<file path="config.mk">
export PLATFORM = sky130hd
export DESIGN_NAME = strap_turnaround
export DESIGN_NICKNAME = d
export VERILOG_FILES = /design/src/rtl/strp_pkg.sv /design/src/rtl/strp_timer.sv /design/src/rtl/strp_hold.sv /design/src/rtl/strp_select.sv /design/src/rtl/strap_turnaround.sv
export SDC_FILE = /design/constraint.sdc
export NUM_CORES = 1
export LEC_CHECK = 0
export CAP_MARGIN = 20
export CORE_UTILIZATION = 40
export DETAILED_ROUTE_END_ITERATION = 6
export DONT_BUFFER_PORTS = 1
export PLACE_DENSITY_LB_ADDON = 0.05
export SLEW_MARGIN = 40
export SYNTH_ARGS = -nofsm -noshare
export SYNTH_HDL_FRONTEND = slang
export SYNTH_HIERARCHICAL = 1
export SYNTH_SLANG_ARGS = --single-unit
</file>
<file path="constraint.sdc">
create_clock -name clk -period 2 [get_ports clk]
set_input_delay 0.3 -clock clk [delete_from_list [all_inputs] [get_ports clk]]
set_output_delay 0.3 -clock clk [all_outputs]
set_load 0.1 [all_outputs]
</file>
<file path="src/rtl/strp_pkg.sv">
package strp_pkg;
  localparam int SEL_W = 5;
  localparam int PIN_N = SEL_W + 1;

  typedef logic [SEL_W-1:0] sel_t;

  // Spread-spectrum decode of the 5-bit select code.
  function automatic logic spread_for(input sel_t code);
    logic r;
    casez (code)
      5'b?11??: r = 1'b1;   // 01100..01111 and 11100..11111
      5'b00001: r = 1'b1;
      5'b10011: r = 1'b1;
      5'b10101: r = 1'b1;
      default:  r = 1'b0;
    endcase
    return r;
  endfunction
endpackage

</file>
<file path="src/rtl/strp_timer.sv">
module strp_timer #(
  parameter int CYCLES = 400000
) (
  input  logic clk,
  input  logic rst_n,
  output logic expired
);
  localparam int CW = $clog2(CYCLES + 1);

  logic [CW-1:0] cnt;

  always_ff @(posedge clk or negedge rst_n) begin
    if (!rst_n)        cnt <= '0;
    else if (!expired) cnt <= cnt + 1'b1;
  end

  assign expired = (cnt == CW'(CYCLES));

  // once expired, the timer stays expired until reset
  assert_expiry_sticky_R2: assert property (@(posedge clk) disable iff (!rst_n)
    expired |=> expired);

  // the count advances by one per cycle before expiry
  assert_count_steps_R2: assert property (@(posedge clk) disable iff (!rst_n)
    !expired |=> (cnt == $past(cnt) + 1'b1));
endmodule

</file>
<file path="src/rtl/strp_hold.sv">
module strp_hold #(
  parameter int W = 6
) (
  input  logic         clk,
  input  logic         rst_n,
  input  logic         sample_en,
  input  logic [W-1:0] d,
  output logic [W-1:0] q
);
  always_ff @(posedge clk or negedge rst_n) begin
    if (!rst_n)         q <= '0;
    else if (sample_en) q <= d;
  end

  // the capture is frozen once sampling stops
  assert_frozen_R3: assert property (@(posedge clk) disable iff (!rst_n)
    !sample_en |=> $stable(q));
endmodule

</file>
<file path="src/rtl/strp_select.sv">
module strp_select
  import strp_pkg::*;
(
  input  sel_t strap_sel,
  input  logic override,
  input  sel_t reg_sel,
  output sel_t active_sel,
  output logic spread_en
);
  assign active_sel = override ? reg_sel : strap_sel;
  assign spread_en  = spread_for(active_sel);
endmodule

</file>
<file path="src/rtl/strap_turnaround.sv">
module strap_turnaround
  import strp_pkg::*;
#(
  parameter int TURN_CYCLES = 400000
) (
  input  logic             clk,
  input  logic             rst_n,
  input  logic [PIN_N-1:0] pin_lvl,
  input  logic             sel_override,
  input  logic [SEL_W-1:0] reg_sel,
  input  logic             test_hiz,
  output logic [PIN_N-1:0] pin_oe,
  output logic             clk_drive_en,
  output logic [SEL_W-1:0] active_sel,
  output logic             spread_en,
  output logic             sio_24m
);
  localparam int SIO_BIT = SEL_W;

  logic             tmr_expired;
  logic [PIN_N-1:0] strap_word;

  strp_timer #(.CYCLES(TURN_CYCLES)) u_timer (
    .clk     (clk),
    .rst_n   (rst_n),
    .expired (tmr_expired)
  );

  strp_hold #(.W(PIN_N)) u_hold (
    .clk       (clk),
    .rst_n     (rst_n),
    .sample_en (!tmr_expired),
    .d         (pin_lvl),
    .q         (strap_word)
  );

  strp_select u_sel (
    .strap_sel  (strap_word[SEL_W-1:0]),
    .override   (sel_override),
    .reg_sel    (reg_sel),
    .active_sel (active_sel),
    .spread_en  (spread_en)
  );

  assign clk_drive_en = tmr_expired && !test_hiz;
  assign sio_24m      = strap_word[SIO_BIT];

  for (genvar i = 0; i < PIN_N; i++) begin : g_oe
    assign pin_oe[i] = clk_drive_en;
  end

  // no pin is driven before the timer expires
  assert_no_drive_early_R1: assert property (@(posedge clk) disable iff (!rst_n)
    !tmr_expired |-> (pin_oe == '0));

  // test mode keeps every driver off
  assert_hiz_test_R9: assert property (@(posedge clk) disable iff (!rst_n)
    test_hiz |-> (pin_oe == '0 && !clk_drive_en));

  // after expiry without test mode, all pins are driven
  assert_drive_after_R2: assert property (@(posedge clk) disable iff (!rst_n)
    (tmr_expired && !test_hiz) |-> (pin_oe == '1));

  // a spread-spectrum code chosen by register raises spread_en
  assert_spread_code_R7: assert property (@(posedge clk) disable iff (!rst_n)
    (sel_override && reg_sel == 5'b10011) |-> spread_en);

  // after expiry the strap-derived outputs hold while override is steady
  assert_strap_hold_R3: assert property (@(posedge clk) disable iff (!rst_n)
    (tmr_expired && !sel_override) |=> (!sel_override -> $stable(active_sel)) && $stable(sio_24m));
endmodule

</file>
Yosys cells after proc, flatten, opt, wreduce, memory -nomap -nowiden
Cells that the tools add are included.

Word-level logic and storage cells: 13. Bits in registers: 25. Input bits: 15. Output and inout bits: 14.

Mux-type cells: 2. Reductions and logical operators: 3. Add/sub/neg operators: 1. Equality and inequality tests: 5.

Operators with widths (count): $add 19x1->19 const B (1); $eq 19x19->1 const B (1); $eq 5x5->1 const B (2); $eq 5x1->1 const B (1); $mux 5 (1); $reduce_or 4->1 (1); $eq 2x2->1 const B (1); $logic_and 1x1->1 (1); $logic_not 1->1 (1); $mux 1 (1).

Longest topological paths before layout
Gate-level depths: netlist of the first run.

Depth after elaboration: 4. Mapped depth: 7. Mapped depth without buffers: 6.

By module
Netlist of the first run, hierarchy kept.

Modules (own cells, without submodules): strp_timer (instances 1, area each 904.6 um^2, cells an instance 79); strp_hold (instances 1, area each 251.5 um^2, cells an instance 13); strp_select (instances 1, area each 122.6 um^2, cells an instance 12); strap_turnaround (instances 1, area each 62.6 um^2, cells an instance 8).

Worst setup path after synthesis of the first run
OpenSTA, ideal clock, no wires.

Path kind: reg2out. From: reg u_timer.cnt[15]. To: out pin_oe[0]. Slack: -566 ps. Cell stages (with the launch flop): 5. Arrival: 2266 ps. Cell sequence: dfrtp_1 > or4_4 > nor4_4 > nor2b_4 > buf_4.

Longest elaborated chain between the ends: 2.

RTL lines: start, declared (RTL line strp_timer.sv:10) `logic [CW-1:0] cnt;`; start signal, assigned (RTL line strp_timer.sv:14) `else if (!expired) cnt <= cnt + 1'b1;`; $eq 19x19->1 (RTL line strp_timer.sv:17) `assign expired = (cnt == CW'(CYCLES));`; via tmr_expired (RTL line strap_turnaround.sv:20) `logic tmr_expired;`; $logic_and 1x1->1 (RTL line strap_turnaround.sv:45) `assign clk_drive_en = tmr_expired && !test_hiz;`; end, declared (RTL line strap_turnaround.sv:12) `output logic [PIN_N-1:0] pin_oe,`.

The timed path passes the listed nets, and every way through them passes these cells.

Worst setup path after layout of the first run
From: reg u_timer.cnt[13]. To: out pin_oe[5].

Same word-level chain as after synthesis.

==> out/results.ini, run 1 <==
[clock_tree]
cts_tree = done
worstSkewPairLatency_ns = 0.32
cts.clk_slew.worst_paths_ns = 0.14
root_buffer = clkbuf_4
cts_max_level = 1
cts.sinks = 25
cts_buffer_depth = 2
cts_made_buffers = 3
cts_setup_buffers = 0

[cells_and_area]
stdcell_count = 179
final_area_um2 = 1653
nets = 153
drive_above_1_share = 0.3704
antenna_cells = 0
syn2layout_area_growth_pct = 23.23
mostFrequentLayoutCells = buf_4, dfrtp_1, xnor2_1, mux2_4, nand3_1

[setup_path]
start_kind = flop
crit_path_max_fanout = 5
arrival_ns = 2.33
cp.required_ns = 1.70
cp-end-kind = output port
crit_type = reg2out

[status]
status = finished, violations left
violations = negative setup slack

[worst_hold_path]
hold_path_class = in2reg

[floorplanning]
start_util = 0.4288
dieArea_um2 = 3589
core_um2 = 3128
num_rows = 20
fp.dieH_um = 59.91
io_pins = 29
die_w_um = 59.91

[pwr]
total_power_uw = 897.9
ir_drop_mv = 0.3876
p_leak_nw = 0.7749
powerDensity_nw_per_um2 = 543.2

[detailed_routing]
wl_per_cell_um = 13.72
ant_nets = 0
drt_iter0_drc = 34
vias = 841
firstDrtPassIters = 4
drt-total-wl_um = 2456
avgViaCountPerCell = 4.698
drc = 0

[run]
drv_cap = 0

[synth]
ys_seq_area_frac = 0.4664
syn_area_um2 = 1341
syn-instance-count = 112
synthAdderAreaFrac = 0.01866
synth_top_family_by_area = simple AND/OR/NAND/NOR gates
yosys.cell_types.count = 31
synth-compound-area-share = 0.01586
synth_top_cell_by_area = dfrtp_1
synth_enable_flop_cells = 0
ys.flop_type = dfrtp_1
synth.area.mux_share = 0.1334
syn_avg_cell_area_um2 = 11.98
syn_nets = 129
synthXorXnorAreaFrac = 0.1175
netlist_top_cells_area = dfrtp_1, mux2_4, xnor2_1
async_flop_share = 1.000
synth_top_area_frac = 0.4664
yosys.area_share.simple = 0.1744
yosys_warnings = 6
synth-seq-cells = 25

[sta]
max_slew_margin = 0.6660
rsz0062_at_grt = true
post-route-period-util = 1.316
slew_violations = 0
final-setup-viol-count = 8
fin_worst_skew_ns = 0.01320
fin_crit_ns = 2.633
worst_slack_ns = -0.6327
whs_ns = 0.1151
max_freq_mhz = 379.8
tightest_slew_ns = 0.5011
finalHoldViolCount = 0

[grt]
grt_pass1_wl_um = 4140
grt_overflow = 0
antenna_found_initial = 0
grt_pass1_vias = 843
track_usage = 0.1578
grt_max_degree = 26

[place]
dp_worst_setup_slack_ns = -0.2730
dp_hpwl_um = 1799
placed_area_um2 = 1569
dp_cells = 173
gp_congestion = 0.7093
io_buffers = 0

==> critical path, cell delays in order, from the launching register on <==
cell     delay [ns]
dfrtp_1        0.43
or4_4          0.53
nor4_4         0.20
nor2b_4        0.22
buf_12         0.35
buf_16         0.29
==> state kept, by name, summed over array words and instances, names as in the netlist <==
name and flops:
u_hold/q 6, u_timer/cnt 19
==> synthesized netlist by cell type (2+ instances only) <==
cell type   n
buf_4       6
nor3_1      3
and4_1      3
xnor2_1    13
nand3_1     7
nor2_1      3
xor2_1      5
mux2_4      9
nand4_1     4
buf_6       2
dfrtp_1    25
ha_1        2
inv_1       6
nand2b_1    2
nand2_1     6
==> cell type report <==
cell class | instances | area [um^2]
fill | 286 | 1475
multi-input combinational | 71 | 636.9
sequential | 25 | 626.9
timing repair buffer | 29 | 285.3
tap | 44 | 55.05
clock buffer | 4 | 26.28
inverter | 6 | 22.52
==> power breakdown <==
group	internal, mW	switching, mW
clock network	0.0779	0.147
registers	0.512	0.0121
logic	0.0431	0.106
==> timing repair <==
item / in CTS / in global routing
hold buffers: 2 / 0
hold endpoints to repair: 25 / 0
cloned: 0 / 0
endpoints found under the setup margin: 8 / 14
pin swaps: 1 / 2
gates resized for setup: 2 / 2
==> per-stage QoR <==
| step | utilization | setup TNS [ns] |
|---|---|---|
| after floorplan | - | -3.471 |
| after global placement | 0.5016 | -1.050 |
| after detailed placement | 0.5016 | -1.092 |
| after CTS | 0.5244 | -3.690 |
| after global routing | 0.5284 | -4.628 |
| final | 0.5284 | -3.577 |
==> worst paths after layout <==
path                                             start                     endpoint  slack [ns]  cells past startpoint
min reg2reg                u_timer/cnt[17]$_DFFE_PN0P_  u_timer/cnt[17]$_DFFE_PN0P_        0.53                      1
min                                         pin_lvl[2]      u_hold/q[2]$_DFFE_PN0P_        0.12                      1
min in group asynchronous                        rst_n      u_hold/q[0]$_DFFE_PN0P_        0.40                      2
max reg2reg                u_timer/cnt[13]$_DFFE_PN0P_      u_hold/q[5]$_DFFE_PN0P_        0.03                      5
max in group asynchronous                        rst_n      u_hold/q[5]$_DFFE_PN0P_        1.43                      2
max                        u_timer/cnt[13]$_DFFE_PN0P_                    pin_oe[5]       -0.63                      5
==> kinds of logic (layout without fill, tap and decap cells) <==
| kind of cell | Yosys count | in the layout |
|---|---|---|
| AND/OR/NAND/NOR | 36 | 36 |
| flip-flops | 25 | 25 |
| XOR/XNOR | 18 | 18 |
| buffers and inverters | 16 | 39 |
| multiplexers | 12 | 12 |
| AO/OA/AOI/OAI | 3 | 3 |
| adder cells (fa/ha/maj) | 2 | 2 |
==> per-layer routing <==
layer  global-route usage  share of wire  wire length, um  vias up
met5                    0              0                0        -
met4              0.02990         0.0077               19        0
met2               0.2460           0.45             1114       16
met3              0.04329          0.045              111        2
li1                     -              -                -      425
met1               0.2202           0.49             1211      398
(Power assumes the default switching activity.)
==> run 2: changes to the inputs <==
Settings changed: ABC_AREA set to 1.
==> out/results.ini, run 2 <==
[run]
drv_cap = 0  ; unchanged

[cells_and_area]
mostFrequentLayoutCells = nand2_1, buf_4, nor2_1, dfrtp_1, inv_1
syn2layout_area_growth_pct = 32.86
largest_reg_flops = 19  ; unchanged
top_register = u_timer/cnt
final_common_cell = nand2_1
reg_top3 = u_timer/cnt: 19 flops, u_hold/q: 6 flops
antenna_cells = 0  ; unchanged
drive_above_1_share = 0.3218  ; -0.04853
nets = 279  ; +82%
final_area_um2 = 2125  ; +29%

[synth]
yosys_warnings = 6  ; unchanged
yosys.cell_types.count = 20  ; -35%
synth_top_family_by_area = simple AND/OR/NAND/NOR gates
syn_avg_cell_area_um2 = 7.139  ; -40%
ys.flop_type = dfrtp_1
synthAdderAreaFrac = 0.01565  ; -0.003007
netlist_top_cells_area = dfrtp_1, nand2_1, nor2_1
synth_top_area_frac = 0.3912  ; -0.07518
syn_nets = 241  ; +87%
synth-seq-cells = 25  ; unchanged
synth_top_cell_by_area = dfrtp_1
syn-instance-count = 224  ; +100%
ys_seq_area_frac = 0.3912  ; -0.07518
async_flop_share = 1.000  ; unchanged
synth_enable_flop_cells = 0  ; unchanged
synthXorXnorAreaFrac = 0.06025  ; -0.05729
synth_commonest_cells = nand2_1, nor2_1, dfrtp_1
synth_most_common_cell = nand2_1
synth.area.mux_share = 0  ; -0.1334
synth-compound-area-share = 0.02113  ; +0.005269
syn_area_um2 = 1599  ; +19%
yosys.area_share.simple = 0.4178  ; +0.2434

[sta]
post-route-period-util = 1.079  ; -0.2377
tightest_slew_ns = 0.4091  ; -0.09199 ns
max_freq_mhz = 463.5  ; +22%
final-setup-viol-count = 8  ; unchanged
rsz0062_at_grt = true
whs_ns = 0.1599  ; +0.04478 ns
tns_ns = -0.9366  ; +2.641 ns
slew_violations = 0  ; unchanged
fin_worst_skew_ns = 0.005119  ; -0.008086 ns
worst_slack_ns = -0.1573  ; +0.4753 ns
max_slew_margin = 0.7288  ; +0.06281
finalHoldViolCount = 0  ; unchanged
fin_crit_ns = 2.157  ; -0.4753 ns

[clock_tree]
cts.sinks = 25  ; unchanged
cts_max_level = 1  ; unchanged
cts_buffer_depth = 2  ; unchanged
worstSkewPairLatency_ns = 0.26  ; -0.06 ns
cts_tree = done
cts_made_buffers = 3  ; unchanged
cts.clk_slew.worst_paths_ns = 0.09  ; -0.05 ns
root_buffer = clkbuf_8

[detailed_routing]
drt_iter0_drc = 56  ; +65%
ant_nets = 0  ; unchanged
avgViaCountPerCell = 4.883  ; +3.9%
firstDrtPassIters = 4  ; unchanged
drt-total-wl_um = 3813  ; +55%
vias = 1509  ; +79%
wl_per_cell_um = 12.34  ; -10%
drc = 0  ; unchanged

[setup_path]
path_depth = 8  ; +3
crit_slowest_cell = dfrtp_1
arrival_ns = 1.86  ; -0.47 ns
cpMostUsedCell = inv_2
start_kind = flop
crit_family = simple AND/OR/NAND/NOR gates
cp.required_ns = 1.70  ; about the same
path_cells = nor2_1, nand2_1, nor2_2, nand3_2, inv_2, inv_2, nor2_4, clkbuf_16
crit_path_max_fanout = 5  ; unchanged
worst-path-buf-inv = 3  ; +1
critPathMaxStageDelay_ns = 0.45  ; -0.08 ns
crit_type = reg2out
rr_worst_depth = 14  ; +9
cp-end-kind = output port

[floorplanning]
dieArea_um2 = 4254  ; +19%
num_rows = 22  ; +10%
core_um2 = 3744  ; +20%
io_pins = 29  ; unchanged
fp.dieH_um = 65.23  ; +8.9%
die_w_um = 65.23  ; +8.9%
start_util = 0.4271  ; -0.001661

[place]
gp_congestion = 0.9011  ; +27%
io_buffers = 0  ; unchanged
dp_hpwl_um = 2835  ; +58%
placed_area_um2 = 1868  ; +19%

[pwr]
p_comb_frac = 0.179  ; +0.013
sw_frac_of_total = 0.2952  ; about the same
switching_power_uw = 292.3  ; +10%
total_power_uw = 990.1  ; +10%
power_frac_seq = 0.521  ; -0.062
p_int_uw = 697.8  ; +10%
ir_drop_mv = 0.3064  ; -21%
p_leak_nw = 1.007  ; +30%
powerDensity_nw_per_um2 = 466.0  ; -14%
clockPowerShare = 0.300  ; +0.049

[grt]
grt_overflow = 0  ; unchanged
track_usage = 0.2001  ; +0.04232
antenna_found_initial = 0  ; unchanged
grt_pass1_vias = 1532  ; +82%
grt_pass1_wl_um = 6520  ; +57%
grt_max_degree = 26  ; unchanged

[worst_hold_path]
min_path_cells = 2  ; +1
hold_path_class = in2reg

[status]
status = finished, violations left
violations = negative setup slack

[run 2: cell types whose count changed after synthesis, moves of 8 or more]
cell	delta
nor2_2	+8
nor2_1	+25
nand2_2	+10
mux2_4	-9
inv_1	+15
xnor2_1	-10
nand2_1	+72
[run 2: layout make-up]
type / count / area [um^2]
Timing Repair Buffer: 40 / 407.9
Tap cell: 48 / 60.06
Fill cell: 352 / 1619
Clock buffer: 4 / 45.04
Sequential cell: 25 / 625.6
Inverter: 25 / 93.84
Multi-Input combinational cell: 167 / 892.1
[run 2: path summary, 6_finish.rpt]
| path | from | end | slack (ns) |
|---|---|---|---|
| min in group asynchronous | rst_n | u_hold/q[3]$_DFFE_PN0P_ | 0.46 |
| max in group asynchronous | rst_n | u_timer/cnt[16]$_DFFE_PN0P_ | 1.39 |
| worst min-delay path | pin_lvl[2] | u_hold/q[2]$_DFFE_PN0P_ | 0.16 |
| worst max register to register | u_timer/cnt[8]$_DFFE_PN0P_ | u_timer/cnt[1]$_DFFE_PN0P_ | -0.05 |
| worst max-delay path | u_timer/cnt[8]$_DFFE_PN0P_ | pin_oe[5] | -0.16 |
| worst min register to register | u_hold/q[5]$_DFFE_PN0P_ | u_hold/q[5]$_DFFE_PN0P_ | 0.49 |
[run 2: what timing repair did]
action                     CTS  global route
setup buffers               15             7
gates resized for setup      4            16
pin swaps                    2             3
hold endpoints to repair    25             0
hold buffers                 2             0
setup endpoints to repair    7             8
[run 2: worst reg2reg max path, cell delays in order (launching register included)]
cell and delay, ns:
dfrtp_1 0.45, nor2_1 0.12, nand2_1 0.12, nor2_2 0.14, nand3_2 0.12, buf_4 0.16, buf_6 0.11, buf_6 0.10
buf_6 0.10, buf_6 0.10, buf_6 0.10, buf_6 0.10, buf_6 0.10, nand2_2 0.06, nand2_2 0.05
[run 2: metrics by stage]
stage                     utilization  cells  setup slack, ns
after floorplan                     -    224          -0.3350
after global placement         0.4990    288           0.1391
after detailed placement       0.4990    288          0.09264
after CTS                      0.5541    309          -0.1805
after global routing           0.5675    309          -0.2568
final                          0.5675    309          -0.1573
[run 2: cells by family (layout without fill, tap and decap cells)]
family | Yosys count | after routing
AO/OA/AOI/OAI | 6 | 6
XOR/XNOR | 11 | 11
adder cells (fa/ha/maj) | 2 | 2
buffers and inverters | 32 | 69
flip-flops | 25 | 25
AND/OR/NAND/NOR | 148 | 148
[run 2: layer usage]
layer,track usage,share of wire
met1,0.2225,0.41
met2,0.3647,0.51
met3,0.02604,0.047
met4,0.1087,0.026
met5,0,0
[run 2: power by group through the flow]
stage / clock, mW / sequential [mW] / combinational (mW)
6_report: 0.297 / 0.515 / 0.177
5_1_grt: 0.333 / 0.516 / 0.187
4_1_cts: 0.320 / 0.515 / 0.179
3_5_place_dp: 0 / 0.526 / 0.162
3_3_place_gp: 0 / 0.526 / 0.159
2_1_floorplan: 0 / 0.532 / 0.120
==> run 3: changes to the inputs <==
Settings changed: CORE_UTILIZATION 40 to 60.
==> out/results.ini, run 3 (synthesis gave the netlist of run 2 again) <==
[floorplanning]
num_rows = 18  ; -18%
dieArea_um2 = 2876  ; -32%
io_pins = 29  ; unchanged
start_util = 0.6396  ; +0.2125
fp.dieH_um = 53.63  ; -18%
die_w_um = 53.63  ; -18%
core_um2 = 2500  ; -33%

[pwr]
powerDensity_nw_per_um2 = 460.8  ; -1.1%
p_leak_nw = 0.9306  ; -7.6%
ir_drop_mv = 0.4339  ; +42%
total_power_uw = 908.1  ; -8.3%

[setup_path]
cpMostUsedCell = inv_2
worst-path-buf-inv = 4  ; +1
critPathMaxStageDelay_ns = 0.43  ; -0.02 ns
path_cells = inv_2, ha_4, nand2_2, nor3_4, nand3_2, inv_2, inv_2, nor2_4, buf_12
arrival_ns = 1.91  ; +0.05 ns
crit_path_max_fanout = 5  ; unchanged
cp.required_ns = 1.70  ; about the same
crit_family = simple AND/OR/NAND/NOR gates
crit_type = reg2out
start_kind = flop
cp-end-kind = output port
crit_slowest_cell = dfrtp_1

[cells_and_area]
drive_above_1_share = 0.3150  ; -0.006878
top_register = u_timer/cnt
final.fill_count = 160  ; -55%
mostFrequentLayoutCells = nand2_1, buf_4, nor2_1, dfrtp_1, inv_1
final_common_cell = nand2_1
largest_reg_flops = 19  ; unchanged
antenna_cells = 0  ; unchanged
stdcell_count = 284  ; -8.1%
nets = 272  ; -2.5%
reg_top3 = u_timer/cnt: 19 flops, u_hold/q: 6 flops
syn2layout_area_growth_pct = 23.24

[detailed_routing]
vias = 1498  ; -0.73%
drc = 0  ; unchanged
top_layer = met4
routed-wl-met2_um = 2010  ; +2.6%
met1_length_um = 1534  ; -2.5%
wl_per_cell_um = 13.41  ; +8.7%
firstDrtPassIters = 4  ; unchanged
ant_nets = 0  ; unchanged
drt_iter0_drc = 49  ; -13%
wl_met3_um = 242  ; +35%
avgViaCountPerCell = 5.275  ; +8.0%
drt-total-wl_um = 3809  ; -0.10%

[sta]
finalHoldViolCount = 0  ; unchanged
max_slew_margin = 0.6395  ; -0.08926
whs_ns = 0.1036  ; -0.05625 ns
fin_worst_skew_ns = 0.007842  ; +0.002723 ns
final-setup-viol-count = 7  ; -1
worst_slack_ns = -0.2091  ; -0.05174 ns
rsz0062_at_grt = true
tightest_slew_ns = 0.5407  ; +0.1317 ns
slew_violations = 0  ; unchanged
fin_crit_ns = 2.209  ; +0.05174 ns
max_freq_mhz = 452.7  ; -2.3%
post-route-period-util = 1.105  ; +0.02587

[status]
violations = negative setup slack
status = finished, violations left

[run]
drv_cap = 0  ; unchanged

[grt]
grt_overflow = 0  ; unchanged
grt_pass1_wl_um = 5188  ; -20%
grt_pass1_vias = 1293  ; -16%
grt_max_degree = 26  ; unchanged
track_usage = 0.2512  ; +0.05113
antenna_found_initial = 0  ; unchanged

[place]
dp_hpwl_um = 2611  ; -7.9%
dp_cells = 264  ; -8.3%
io_buffers = 0  ; unchanged
gp_congestion = 0.8990  ; -0.23%
dp_worst_setup_slack_ns = 0.06359  ; -0.02904 ns

[worst_hold_path]
hold_path_class = in2reg

[clock_tree]
worstSkewPairLatency_ns = 0.31  ; +0.05 ns
cts.sinks = 25  ; unchanged
cts.clk_slew.worst_paths_ns = 0.14  ; +0.05 ns
root_buffer = clkbuf_4
cts_buffer_depth = 2  ; unchanged
cts_max_level = 1  ; unchanged
cts_made_buffers = 3  ; unchanged
cts_tree = done

[run 3: power breakdown]
part           total [mW]  switching [mW]  internal, mW  leakage [nW]
sequential          0.515         0.00387         0.512         0.318
clock               0.220           0.146        0.0746        0.0177
combinational       0.172           0.131        0.0411         0.595
[run 3: worst register-to-register path: stages, from the launching register on]
cell	delay, ns
dfrtp_1	0.41
buf_4	0.13
buf_4	0.11
ha_1	0.25
nand3_1	0.14
nor2_1	0.22
nand3_1	0.10
nand2_1	0.07
nand2_1	0.05
[run 3: layer usage]
layer / vias up / GRT usage
met3: 6 / 0.02825
met4: 0 / 0.08772
met1: 681 / 0.2939
met5: - / 0
li1: 743 / -
met2: 68 / 0.4688
[run 3: area by class of cell]
| cell class | count | area (um^2) | share of cell area |
|---|---|---|---|
| Sequential cell | 25 | 628.1 | 0.3187 |
| Tap cell | 30 | 37.54 | 0.01905 |
| Clock inverter | 1 | 5.005 | 0.002540 |
| Inverter | 25 | 93.84 | 0.04762 |
| Timing Repair Buffer | 33 | 296.5 | 0.1505 |
| Clock buffer | 3 | 22.52 | 0.01143 |
| Multi-Input combinational cell | 167 | 887.1 | 0.4502 |
[run 3: what timing repair did]
action,CTS,global route
gates resized for setup,5,8
pin swaps,4,4
gates cloned,0,0
endpoints found under the hold margin,25,25
setup endpoints to repair,7,7
buffers inserted,6,8
hold buffers,1,1
[run 3: final timing paths]
kind / slack (ns) / startpoint / cells past startpoint / end
setup / recovery: -0.21 / u_timer/cnt[0]$_DFFE_PN0P_ / 9 / pin_oe[2]
hold / removal: 0.10 / pin_lvl[2] / 2 / u_hold/q[2]$_DFFE_PN0P_
setup reg to reg: 0.42 / u_timer/cnt[0]$_DFFE_PN0P_ / 8 / u_timer/cnt[14]$_DFFE_PN0P_
hold reg to reg: 0.49 / u_hold/q[5]$_DFFE_PN0P_ / 2 / u_hold/q[5]$_DFFE_PN0P_
max in group asynchronous: 1.13 / rst_n / 2 / u_timer/cnt[6]$_DFFE_PN0P_
min in group asynchronous: 0.48 / rst_n / 2 / u_timer/cnt[5]$_DFFE_PN0P_
[run 3: stage by stage]
step	cell area (um^2)	setup TNS, ns	util
final	1971	-1.382	0.7883
after global routing	1971	-2.252	0.7883
after CTS	1884	-1.635	0.7538
after detailed placement	1788	0	0.7152
after global placement	1788	0	0.7152
after floorplan	1717	-2.082	-
